[src/rtl/ldfmt_pkg.sv]
package ldfmt_pkg;

  typedef enum logic [1:0] {
    MODE_ZERO = 2'd0,
    MODE_SIGN = 2'd1,
    MODE_SWAP = 2'd2
  } fmt_mode_e;

  // Reversal wins over sign extension.
  function automatic fmt_mode_e pick_mode(input logic sext, input logic brev);
    if (brev)      return MODE_SWAP;
    else if (sext) return MODE_SIGN;
    else           return MODE_ZERO;
  endfunction

endpackage

[src/rtl/ldfmt_swap.sv]
module ldfmt_swap #(
  parameter int unsigned DATA_BYTES = 8,
  localparam int unsigned DW     = 8 * DATA_BYTES,
  localparam int unsigned NSIZES = $clog2(DATA_BYTES) + 1,
  localparam int unsigned SIZE_W = $clog2(NSIZES)
) (
  input  logic [DW-1:0]     data_i,
  input  logic [SIZE_W-1:0] size_i,
  output logic [DW-1:0]     swap_o
);

  logic [DW-1:0] cand [NSIZES];

  for (genvar k = 0; k < NSIZES; k++) begin : g_size
    localparam int unsigned NB = 1 << k;
    logic [8*NB-1:0] rev;
    for (genvar b = 0; b < NB; b++) begin : g_byte
      assign rev[8*b +: 8] = data_i[8*(NB-1-b) +: 8];
    end
    if (NB < DATA_BYTES) begin : g_pad
      assign cand[k] = {{(DW-8*NB){1'b0}}, rev};
    end else begin : g_full
      assign cand[k] = rev;
    end
  end

  always_comb begin
    swap_o = '0;
    for (int k = 0; k < NSIZES; k++) begin
      if (int'(size_i) == k) swap_o = cand[k];
    end
  end

endmodule

[src/rtl/ldfmt_extend.sv]
module ldfmt_extend #(
  parameter int unsigned DATA_BYTES = 8,
  localparam int unsigned DW     = 8 * DATA_BYTES,
  localparam int unsigned NSIZES = $clog2(DATA_BYTES) + 1,
  localparam int unsigned SIZE_W = $clog2(NSIZES)
) (
  input  logic [DW-1:0]     data_i,
  input  logic [SIZE_W-1:0] size_i,
  input  logic              signed_i,
  output logic [DW-1:0]     ext_o
);

  logic [DW-1:0] cand [NSIZES];

  for (genvar k = 0; k < NSIZES; k++) begin : g_size
    localparam int unsigned NB = 1 << k;
    logic [8*NB-1:0] low;
    logic            fill;
    assign low  = data_i[8*NB-1:0];
    assign fill = signed_i & low[8*NB-1];
    if (NB < DATA_BYTES) begin : g_pad
      assign cand[k] = {{(DW-8*NB){fill}}, low};
    end else begin : g_full
      assign cand[k] = low;
    end
  end

  always_comb begin
    ext_o = '0;
    for (int k = 0; k < NSIZES; k++) begin
      if (int'(size_i) == k) ext_o = cand[k];
    end
  end

endmodule

[src/rtl/ldfmt_stage.sv]
module ldfmt_stage #(
  parameter int unsigned W = 64
) (
  input  logic         clk,
  input  logic         rst_n,
  input  logic         s_valid,
  output logic         s_ready,
  input  logic [W-1:0] s_data,
  output logic         m_valid,
  input  logic         m_ready,
  output logic [W-1:0] m_data
);

  logic         full_q;
  logic [W-1:0] data_q;

  assign s_ready = !full_q || m_ready;

  always_ff @(posedge clk) begin
    if (!rst_n) begin
      full_q <= 1'b0;
    end else if (s_valid && s_ready) begin
      full_q <= 1'b1;
    end else if (m_ready) begin
      full_q <= 1'b0;
    end
  end

  always_ff @(posedge clk) begin
    if (s_valid && s_ready) data_q <= s_data;
  end

  assign m_valid = full_q;
  assign m_data  = data_q;

endmodule

[src/rtl/ldfmt_top.sv]
module ldfmt_top
  import ldfmt_pkg::*;
#(
  parameter int unsigned DATA_BYTES = 8,
  localparam int unsigned DW     = 8 * DATA_BYTES,
  localparam int unsigned NSIZES = $clog2(DATA_BYTES) + 1,
  localparam int unsigned SIZE_W = $clog2(NSIZES)
) (
  input  logic              clk,
  input  logic              rst_n,
  input  logic              in_valid,
  output logic              in_ready,
  input  logic [DW-1:0]     in_data,
  input  logic [SIZE_W-1:0] in_size,
  input  logic              in_sext,
  input  logic              in_brev,
  output logic              out_valid,
  input  logic              out_ready,
  output logic [DW-1:0]     out_data
);

  fmt_mode_e     mode;
  logic [DW-1:0] swapped;
  logic [DW-1:0] extended;
  logic [DW-1:0] formatted;

  assign mode = pick_mode(in_sext, in_brev);

  ldfmt_swap #(.DATA_BYTES(DATA_BYTES)) u_swap (
    .data_i (in_data),
    .size_i (in_size),
    .swap_o (swapped)
  );

  ldfmt_extend #(.DATA_BYTES(DATA_BYTES)) u_ext (
    .data_i   (in_data),
    .size_i   (in_size),
    .signed_i (mode == MODE_SIGN),
    .ext_o    (extended)
  );

  assign formatted = (mode == MODE_SWAP) ? swapped : extended;

  ldfmt_stage #(.W(DW)) u_stage (
    .clk     (clk),
    .rst_n   (rst_n),
    .s_valid (in_valid),
    .s_ready (in_ready),
    .s_data  (formatted),
    .m_valid (out_valid),
    .m_ready (out_ready),
    .m_data  (out_data)
  );

endmodule

[config.mk]
export PLATFORM = sky130hd
export DESIGN_NAME = ldfmt_top
export DESIGN_NICKNAME = d
export VERILOG_FILES = /design/src/rtl/ldfmt_pkg.sv /design/src/rtl/ldfmt_swap.sv /design/src/rtl/ldfmt_extend.sv /design/src/rtl/ldfmt_stage.sv /design/src/rtl/ldfmt_top.sv
export SDC_FILE = /design/constraint.sdc
export NUM_CORES = 1
export LEC_CHECK = 0
export BUFFER_PORTS_ARGS = -buffer_cell sky130_fd_sc_hd__buf_4
export CAP_MARGIN = 20
export CORE_ASPECT_RATIO = 0.75
export CORE_MARGIN = 2
export CORE_UTILIZATION = 38
export DETAILED_ROUTE_END_ITERATION = 6
export PLACE_DENSITY = 0.68
export RECOVER_POWER = 50
export SYNTH_ARGS = -nofsm -noshare
export SYNTH_HDL_FRONTEND = slang
export SYNTH_SLANG_ARGS = --single-unit
[constraint.sdc]
create_clock -name clk -period 5.15 [get_ports clk]
set_input_delay 0.2575 -clock clk [delete_from_list [all_inputs] [get_ports clk]]
set_output_delay 0.2575 -clock clk [all_outputs]
set_load 0.1 [all_outputs]
==> run metrics <==
hold_buf cts 0; Final Slew Violations 0; Antenna Violating Nets Remaining 0; Core Region about 9500 µm²; critical-path cell list buf_4, or3b_1, a2bb2oi_2, buf_8, o21ai_0; GR Util All Layers 0.209; Worst EP arrival approximately 2.1 ns; Placer Congestion about 0.84; Initial Utilization 0.385; Rel. slew slack 0.207; number of fill cells approximately 940; Max Clk Rate 473 MHz; TritonCTS buffer count 9; Clock Tree Root clkbuf_16; placed inst area between 4000 and 5000 µm²; DP HPWL about 7500 µm; Cell Area, Synth 3670 µm²; vias per inst approximately 5.3; Inserted Diodes 0; Die X 118 µm; Clock Skew between 0.007 and 0.008 ns; Skew-Pair Late Insertion Delay between 0.3 and 0.4 ns; area of the multi-input gates between 1500 and 2000 µm²; CTS clk-pin slew, worst paths 0.05 ns; CP Max Fanout 94; Top Metal Used met4; clk sinks 65; CTS tree done; met1 wire length approximately 5100 µm; DRT Wirelength 10800 µm; HP Class primary input to flip-flop; setup slack after layout around 3.0 ns; initial antenna violation count 0; setup TNS 0 ns; sequential-to-total area share from yosys stat 0.529; Req. time, crit path between 5 and 6 ns; final setup fails 0; Place WS about 2.7 ns; Util after Layout 0.500; Met3 Wirelength 733 µm; die area roughly 10000 µm²; Tmin final about 2.1 ns; CP Capture Type flip-flop; final hold violations 0; Min Hold Slack roughly 0.2 ns; first-pass GRT wire length 16600 µm; share of the synthesized area in the top cell type 0.523; Unique masters post-synth 34; Avg Cell Area, Syn about 11 µm²; max cap viols 0; IO Port Bufs between 100 and 150; Static Leak 2.01 nW; share of layout cells above drive strength 1 0.203; Remaining DRCs 0; worst-case clock buffer depth 2; vias in the first global route approximately 3000; startpoint class of the critical path primary input; top cell type by total area after synthesis edfxtp_1; die height 89.1 µm; nets@finish 511; largest net degree at the start of global routing 95; post-synthesis register bit count 65; synth-to-layout area growth 29.9%; CP delay by family, top buffers and inverters; CP bufs+invs 2; initial drt markers 270; Crit Path Class primary input to flip-flop; Syn Nets ~390; largest cells by area after synthesis edfxtp_1 52%, mux2i_1 16%, o21ai_0 7.0%; via count 3075; Syn Inst Count between 300 and 400; delay of the slowest critical-path stage 0.78 ns; drt pass-1 iters 4; Post-CTS Resized 0; Seq. cell area around 2000 µm²; fin crit share 0.411; Remaining Overflow, GRT 0; Yosys warning count 0; slowest stage cell, crit path buf_4; Setup Buffers After CTS 0; RSZ-0062 raised after global routing no; # IOs about 140; Row Count 31; H-tree levels 3; routed wire length on met2 between 4000 and 5000 µm; status completed; cell area after layout 4770 µm²; power per cell area between 300 and 400 nW/µm²; WL per Instance 18.8 µm; VDD IR max approximately 150 µV; Slew @ Worst Pin between 1 and 1.5 ns
==> layer usage <==
metal,vias up,GRT usage
li1,1457,-
met1,1486,0.291
met2,121,0.326
met3,11,0.0561
met4,0,0.0602
met5,-,0
==> per-stage QoR <==
stage	instances	total power, mW
after floorplan	321	1.08
after global placement	559	1.22
after detailed placement	560	1.23
after CTS	576	1.81
after global routing	576	1.83
final	576	1.76
==> worst reg2reg max path, delay by kind of cell, from the launching register on <==
kind / cells / cell delay [ns]
buffers and inverters: 1 / 0.62
and+or+nand+nor: 2 / 0.25
DFF: 1 / 0.31
==> Yosys cell counts (all sizes together) <==
master and number:
o221a 1, o211a 8, nand2b 9, nand3b 1, nor2 3, or3 1
a21oi 1, buf 17, and2 2, nor2b 1, o21ai 56, nand3 7
a221o 7, nand2 25, a21boi 1, o211ai 7, edfxtp 64, or3b 1
a31oi 1, inv 9, a2bb2oi 1, mux2i 57, a21o 8, o21a 7
dfxtp 1, nor4bb 1, clkbuf 15, o221ai 7, or2 1, and4b 1
==> kinds of logic (layout without fill, tap and decap cells) <==
| family | Yosys count | after routing | synth area share |
|---|---|---|---|
| AO/OA/AOI/OAI | 105 | 105 | 0.193 |
| flip-flops | 65 | 65 | 0.529 |
| multiplexers | 57 | 57 | 0.155 |
| AND/OR/NAND/NOR | 53 | 53 | 0.0719 |
| buffers and inverters | 41 | 164 | 0.0508 |
==> report_power, final <==
part           leakage, nW  internal (mW)  switching, mW  total [mW]
combinational         1.23          0.106          0.424       0.530
sequential           0.644          0.637         0.0139       0.651
clock                0.138          0.371          0.210       0.581
==> worst paths after layout <==
kind                    from  depth (start not counted)                  to  slack (ns)
min                    rst_n                          2     u_stage.m_valid        0.20
min reg2reg  u_stage.m_valid                          2     u_stage.m_valid        0.55
max reg2reg  u_stage.m_valid                          3  u_stage.m_data[53]        3.52
max                  in_brev                          5  u_stage.m_data[45]        3.03
==> state kept, by name (all words and copies together) (netlist names) <==
register	flops
u_stage.m_data	64
u_stage.m_valid	1
==> cell usage in the layout, fill, tap and decap left out, types with 3 or more instances in the layout <==
cell / Yosys / final
clkbuf_16: 0 / 9
nor2_1: 3 / 3
nand2b_1: 9 / 9
o21a_1: 7 / 7
o221ai_1: 7 / 7
a21o_1: 8 / 8
a221o_1: 7 / 7
nand3_1: 7 / 7
o211a_1: 8 / 8
buf_4: 0 / 72
edfxtp_1: 64 / 64
o21ai_0: 51 / 51
inv_1: 9 / 9
mux2i_1: 57 / 57
nand2_1: 25 / 25
o211ai_1: 7 / 7
clkbuf_1: 15 / 69
o21ai_1: 3 / 3
==> area by class of cell <==
| class | count | area share |
|---|---|---|
| repair buffers | 139 | 0.168 |
| clock buffers | 12 | 0.0496 |
| multi-input cells | 215 | 0.324 |
| flip-flops and latches | 65 | 0.407 |
| inverters | 9 | 0.00708 |
| well taps | 132 | 0.0346 |
| clock inverters | 4 | 0.00918 |
(Power assumes the default switching activity.)
